===== config.mk =====
export PLATFORM = sky130hd
export DESIGN_NAME = ss_ramp_arbiter
export DESIGN_NICKNAME = d
export VERILOG_FILES = /design/src/rtl/ssr_pkg.sv /design/src/rtl/ssr_step_gen.sv /design/src/rtl/ssr_chan.sv /design/src/rtl/ss_ramp_arbiter.sv
export SDC_FILE = /design/constraint.sdc
export NUM_CORES = 1
export LEC_CHECK = 0
export BUFFER_PORTS_ARGS = -buffer_cell sky130_fd_sc_hd__clkbuf_2
export CAP_MARGIN = 30
export CORE_MARGIN = 8
export CORE_UTILIZATION = 55
export CTS_BUF_LIST = sky130_fd_sc_hd__clkbuf_4 sky130_fd_sc_hd__clkbuf_8
export CTS_CLUSTER_SIZE = 20
export DETAILED_ROUTE_END_ITERATION = 7
export HOLD_SLACK_MARGIN = 0.12
export PLACE_DENSITY = 0.8
export SLEW_MARGIN = 10
export SYNTH_ARGS = -nofsm -noshare
export SYNTH_HDL_FRONTEND = slang
export SYNTH_SLANG_ARGS = --single-unit

===== constraint.sdc =====
create_clock -name clk_i -period 2.94 [get_ports clk_i]
set_clock_uncertainty 0.1 [all_clocks]
set_input_delay 0.588 -clock clk_i [delete_from_list [all_inputs] [get_ports clk_i]]
set_output_delay 0.588 -clock clk_i [all_outputs]
set_load 0.01 [all_outputs]

===== src/rtl/ssr_pkg.sv =====
package ssr_pkg;
  localparam int NUM_CH = 2;

  typedef enum logic [1:0] {
    CH_OFF  = 2'd0,
    CH_WAIT = 2'd1,
    CH_RAMP = 2'd2,
    CH_SET  = 2'd3
  } ch_state_e;
endpackage


===== src/rtl/ssr_step_gen.sv =====
module ssr_step_gen #(
  parameter int CODE_W      = 8,
  parameter int TARGET_CODE = 200,
  parameter int STEP_CYCLES = 600
) (
  input  logic              clk_i,
  input  logic              rst_ni,
  input  logic              start_i,
  input  logic              run_i,
  output logic [CODE_W-1:0] code_o,
  output logic              top_o
);
  localparam int PRE_W = (STEP_CYCLES > 1) ? $clog2(STEP_CYCLES) : 1;
  localparam logic [PRE_W-1:0]  PRE_LAST = PRE_W'(STEP_CYCLES - 1);
  localparam logic [CODE_W-1:0] TGT      = CODE_W'(TARGET_CODE);

  logic [PRE_W-1:0]  pre_q;
  logic [CODE_W-1:0] code_q;

  always_ff @(posedge clk_i or negedge rst_ni) begin
    if (!rst_ni) begin
      pre_q  <= '0;
      code_q <= '0;
    end else if (start_i || !run_i) begin
      pre_q  <= '0;
      code_q <= '0;
    end else if (pre_q == PRE_LAST) begin
      pre_q  <= '0;
      code_q <= code_q + 1'b1;
    end else begin
      pre_q  <= pre_q + 1'b1;
    end
  end

  assign code_o = code_q;
  assign top_o  = (code_q == TGT);
endmodule


===== src/rtl/ssr_chan.sv =====
module ssr_chan
  import ssr_pkg::*;
#(
  parameter int CODE_W      = 8,
  parameter int TARGET_CODE = 200
) (
  input  logic              clk_i,
  input  logic              rst_ni,
  input  logic              en_i,
  input  logic              gen_free_i,
  input  logic              fin_i,
  input  logic [CODE_W-1:0] gen_code_i,
  input  logic [CODE_W-1:0] resid_i,
  output logic              ramping_o,
  output logic              enter_o,
  output logic [CODE_W-1:0] ref_o,
  output logic              busy_o,
  output logic              done_o,
  output logic              sw_o
);
  localparam logic [CODE_W-1:0] TGT = CODE_W'(TARGET_CODE);

  ch_state_e state_q, state_d;
  logic      done_q, sw_q, reached;

  assign reached = (gen_code_i >= resid_i);

  always_comb begin
    state_d = state_q;
    if (!en_i) begin
      state_d = CH_OFF;
    end else begin
      case (state_q)
        CH_OFF, CH_WAIT: state_d = gen_free_i ? CH_RAMP : CH_WAIT;
        CH_RAMP:         state_d = fin_i ? CH_SET : CH_RAMP;
        default:         state_d = CH_SET;
      endcase
    end
  end

  always_ff @(posedge clk_i or negedge rst_ni) begin
    if (!rst_ni) begin
      state_q <= CH_OFF;
      done_q  <= 1'b0;
      sw_q    <= 1'b0;
    end else begin
      state_q <= state_d;
      done_q  <= (state_q == CH_RAMP) && (state_d == CH_SET);
      // sticky release, cleared on any fresh ramp entry
      sw_q    <= (state_q == CH_RAMP) && (state_d == CH_RAMP) && (sw_q || reached);
    end
  end

  assign ramping_o = (state_q == CH_RAMP);
  assign enter_o   = en_i && ((state_q == CH_OFF) || (state_q == CH_WAIT)) && gen_free_i;
  assign busy_o    = (state_q == CH_WAIT) || (state_q == CH_RAMP);
  assign done_o    = done_q;
  assign ref_o     = (state_q == CH_SET)  ? TGT :
                     (state_q == CH_RAMP) ? gen_code_i : '0;
  assign sw_o      = (state_q == CH_SET) ||
                     ((state_q == CH_RAMP) && (sw_q || reached));
endmodule


===== src/rtl/ss_ramp_arbiter.sv =====
module ss_ramp_arbiter
  import ssr_pkg::*;
#(
  parameter int CODE_W      = 8,
  parameter int TARGET_CODE = 200,
  parameter int STEP_CYCLES = 600
) (
  input  logic                           clk_i,
  input  logic                           rst_ni,
  input  logic [NUM_CH-1:0]              en_i,
  input  logic [NUM_CH-1:0][CODE_W-1:0]  resid_i,
  output logic [NUM_CH-1:0][CODE_W-1:0]  ref_o,
  output logic [NUM_CH-1:0]              busy_o,
  output logic [NUM_CH-1:0]              done_o,
  output logic [NUM_CH-1:0]              sw_o
);
  logic [NUM_CH-1:0] ramping, enter;
  logic [CODE_W-1:0] gen_code;
  logic              gen_top, fin, gen_free, start, run;

  // generator is free when no enabled channel keeps ramping, or the ramp ends now
  assign fin      = (|ramping) && gen_top;
  assign gen_free = ~|(ramping & en_i) || fin;
  assign start    = |enter;
  assign run      = (|(ramping & en_i)) && !fin;

  ssr_step_gen #(
    .CODE_W     (CODE_W),
    .TARGET_CODE(TARGET_CODE),
    .STEP_CYCLES(STEP_CYCLES)
  ) u_gen (
    .clk_i  (clk_i),
    .rst_ni (rst_ni),
    .start_i(start),
    .run_i  (run),
    .code_o (gen_code),
    .top_o  (gen_top)
  );

  for (genvar c = 0; c < NUM_CH; c++) begin : g_ch
    ssr_chan #(
      .CODE_W     (CODE_W),
      .TARGET_CODE(TARGET_CODE)
    ) u_chan (
      .clk_i     (clk_i),
      .rst_ni    (rst_ni),
      .en_i      (en_i[c]),
      .gen_free_i(gen_free),
      .fin_i     (fin),
      .gen_code_i(gen_code),
      .resid_i   (resid_i[c]),
      .ramping_o (ramping[c]),
      .enter_o   (enter[c]),
      .ref_o     (ref_o[c]),
      .busy_o    (busy_o[c]),
      .done_o    (done_o[c]),
      .sw_o      (sw_o[c])
    );
  end
endmodule


==> flow_summary_export.csv <==
group,metric,value,unit
critical_path,end_kind,"output port",
detailed_routing,drtIter0Drc,79,
synthesis,postSynthNetCount,286,
detailed_routing,dr_total_vias,1714,
global_route,antenna_found_initial,0,
synthesis,yosysTopAreaCell,"dfrtp_1",
synthesis,ys_async_sr_fraction,100.0,%
timing,grt_setup_unrepaired,"no",
synthesis,ys_seq_area_share,31.65,%
timing,finalHoldViolations,0,
critical_path,cp.required,2.25,ns
synthesis,ys_types,44,
clock_network,cts_tree,"done",
clock_network,clk_latency,0.28,ns
final_layout,fin_area,2320,sq um
timing,worst_slew_pin_slew,0.6832,ns
global_route,grt_overflow,0,
critical_path,start_kind,"flop",
clock_network,post_cts_buffers,0,
synthesis,ys_warn_count,0,
clock_network,htree_levels,1,
critical_path,reg2reg_from,"u_gen.code_o[4]$_DFFE_PN0P_",
synthesis,synth_commonest_cells,"ha_1 (30), dfrtp_1 (26), inv_1 (26), nor2_1 (25), nand3_1 (11)",
clock_network,clockBufferDepth,2,
floorplan,dieArea,5950,sq um
clock_network,cts_made_buffers,3,
timing,setup_violations,0,
clock_network,cts_sinks,26,
detailed_routing,vias_per_cell,5.407,
timing,max_freq,358.1,MHz
floorplan,core_area,3633,sq um
global_route,track_usage,15.71,%
floorplan,die_w,77.14,um
critical_path,worst-r2r-cell-count,4,
final_layout,area_growth_syn_to_layout,12.84,%
critical_path,r2r_end,"g_ch[0].u_chan.state_q[0]$_DFF_PN0_",
synthesis,synth_edf_count,0,
detailed_routing,totalWireLength,4586,um
run,maxCapViolCount,0,
timing,post-route-min-period,2.793,ns
critical_path,cpMaxStageDelayCell,"dfrtp_2",
synthesis,synthCells,236,
clock_network,root_buffer,"clkbuf_8",
critical_path,critPathKind,"flop to output port",
floorplan,fp.dieH,77.14,um
clock_network,clkTransAtPathRegs,0.09,ns
synthesis,ys_seq_elements,26,
power,power.total,0.8485,mW
timing,slew_viol_final,0,
power,p_per_area,365.8,nW/um^2
timing,slew_headroom,54.10,%
critical_path,cp_max_fo,6,
detailed_routing,drt_pass1_iterations,4,
synthesis,synthFlopType,"dfrtp_1",
worst_hold_path,hp-class,"input port to async pin",
critical_path,r2r_slack,0.64,ns
global_route,grt_pass1_wl,7914,um
run_status,status,"complete, no violations",
synthesis,synth_area,2056,sq um
floorplan,start_util,56.58,%
synthesis,yosys-top-cells-area,"dfrtp_1 (32%), ha_1 (18%), inv_1 (4.7%)",
final_layout,nets,320,
placed_design,place_hpwl,3510,um
final_layout,layout-drive-gt1-share,20.07,%
timing,setup_tns,0,ns
floorplan,pin_count,42,
critical_path,critPathMaxStageDelay,0.46,ns
global_route,grt_pass1_vias,1695,
power,ir_drop,0.0002282,V
placed_design,io_buffers,41,
detailed_routing,antenna_left,0,
final_layout,n_antenna_cell,0,
critical_path,crit_chain,"inv_2, ha_1, nand2b_1, a2111oi_1, a211o_1, a41oi_1, clkbuf_2",
floorplan,row_count,22,
final_layout,post-route-util,63.84,%
synthesis,synth_top_area_share,31.65,%
placed_design,placed_cell_area,2256,sq um
synthesis,synth.most_common_cell,"ha_1",
global_route,grt_max_degree,27,
placed_design,gp_congestion,0.8724,
power,p_leak,1.222,nW
detailed_routing,routedWlPerCell,14.47,um
detailed_routing,drc,0,
critical_path,crit_arrival,2.10,ns
timing,fin_crit_sh,95.00,%
synthesis,avgSynthCellArea,8.711,sq um
## layout by cell type, fill, tap and decap left out, types with 3 or more instances in the layout
cell type and instances:
dfrtp_1 25, nand2_1 10, nand4_1 8, ha_1 30, and2_1 9, nand3_1 11
a21oi_1 5, a21o_1 6, nor4_1 5, clkbuf_2 41, o21ai_0 6, xnor2_1 7
nor2_1 25, nor3_1 6, nand2b_1 3, inv_1 25, clkbuf_8 4, xor2_1 7
## cell type report
cell class / count / area [sq um]
timing repair buffer: 42 / 212.7
inverter: 26 / 97.59
sequential: 26 / 651.9
tap: 48 / 60.06
clock buffer: 4 / 55.05
multi-input combinational: 171 / 1242
fill: 311 / 1314
## how the worst max path moves through the flow
stage                                start      end  slack (ns)  cells after the start
6_report       u_gen.code_o[0]$_DFFE_PN0P_  sw_o[1]        0.15                      7
5_1_grt        u_gen.code_o[0]$_DFFE_PN0P_  sw_o[1]        0.05                      7
4_1_cts        u_gen.code_o[0]$_DFFE_PN0P_  sw_o[0]        0.01                      7
3_5_place_dp                    resid_i[8]  sw_o[1]        0.25                      7
3_3_place_gp                    resid_i[0]  sw_o[0]        0.24                      7
2_1_floorplan                   resid_i[0]  sw_o[0]        0.47                      6
## timing repair
action | CTS | global route
endpoints found under the setup margin | 0 | 2
gates resized for setup | 0 | 5
hold buffers | 0 | 0
endpoints found under the hold margin | 0 | 0
## worst max-delay path, delay by kind of cell, from the launching register on
family / cells / cell delay [ns]
AND/OR/NAND/NOR: 1 / 0.14
buffers and inverters: 2 / 0.27
AO/OA/AOI/OAI: 3 / 0.72
adder cells (fa/ha/maj): 1 / 0.24
flip-flops: 1 / 0.46
## per-stage QoR
step	instances	hold WS [ns]	setup slack [ns]
5_1_grt	317	0.2793	0.05125
3_5_place_dp	313	0.3457	0.2454
6_report	317	0.2275	0.1471
3_3_place_gp	313	0.3465	0.2442
2_1_floorplan	236	0.1924	0.4673
4_1_cts	317	0.2501	0.01477
## sequential cells by signal (all words and copies together), names as in the netlist
register / flops
u_gen.pre_q: 10
u_gen.code_o: 8
g_ch.u_chan.state_q: 4
g_ch.u_chan.done_o: 2
g_ch.u_chan.sw_q: 2
## power breakdown
part	internal, mW	switching [mW]
clock network	0.120	0.115
logic	0.0881	0.132
registers	0.374	0.0194
total	0.582	0.267
## layer usage
metal	GRT usage, %	vias up	share of wire (%)
li1	-	872	-
met4	5.849	0	1.7
met1	19.03	788	45
met2	25.70	47	46
met3	4.429	7	6.8
met5	0	-	0
## cell families (layout without fill, tap and decap cells)
family / count (synthesis) / after routing / synth area share (%)
AOI/OAI and AO/OA: 34 / 34 / 11.69
buffers and inverters: 39 / 72 / 8.277
muxes: 1 / 1 / 0.4869
and+or+nand+nor: 92 / 92 / 23.68
xor gates and xnor gates: 14 / 14 / 5.965
DFF: 26 / 26 / 31.65
adders and majority gates: 30 / 30 / 18.26
(Power assumes the default switching activity.)
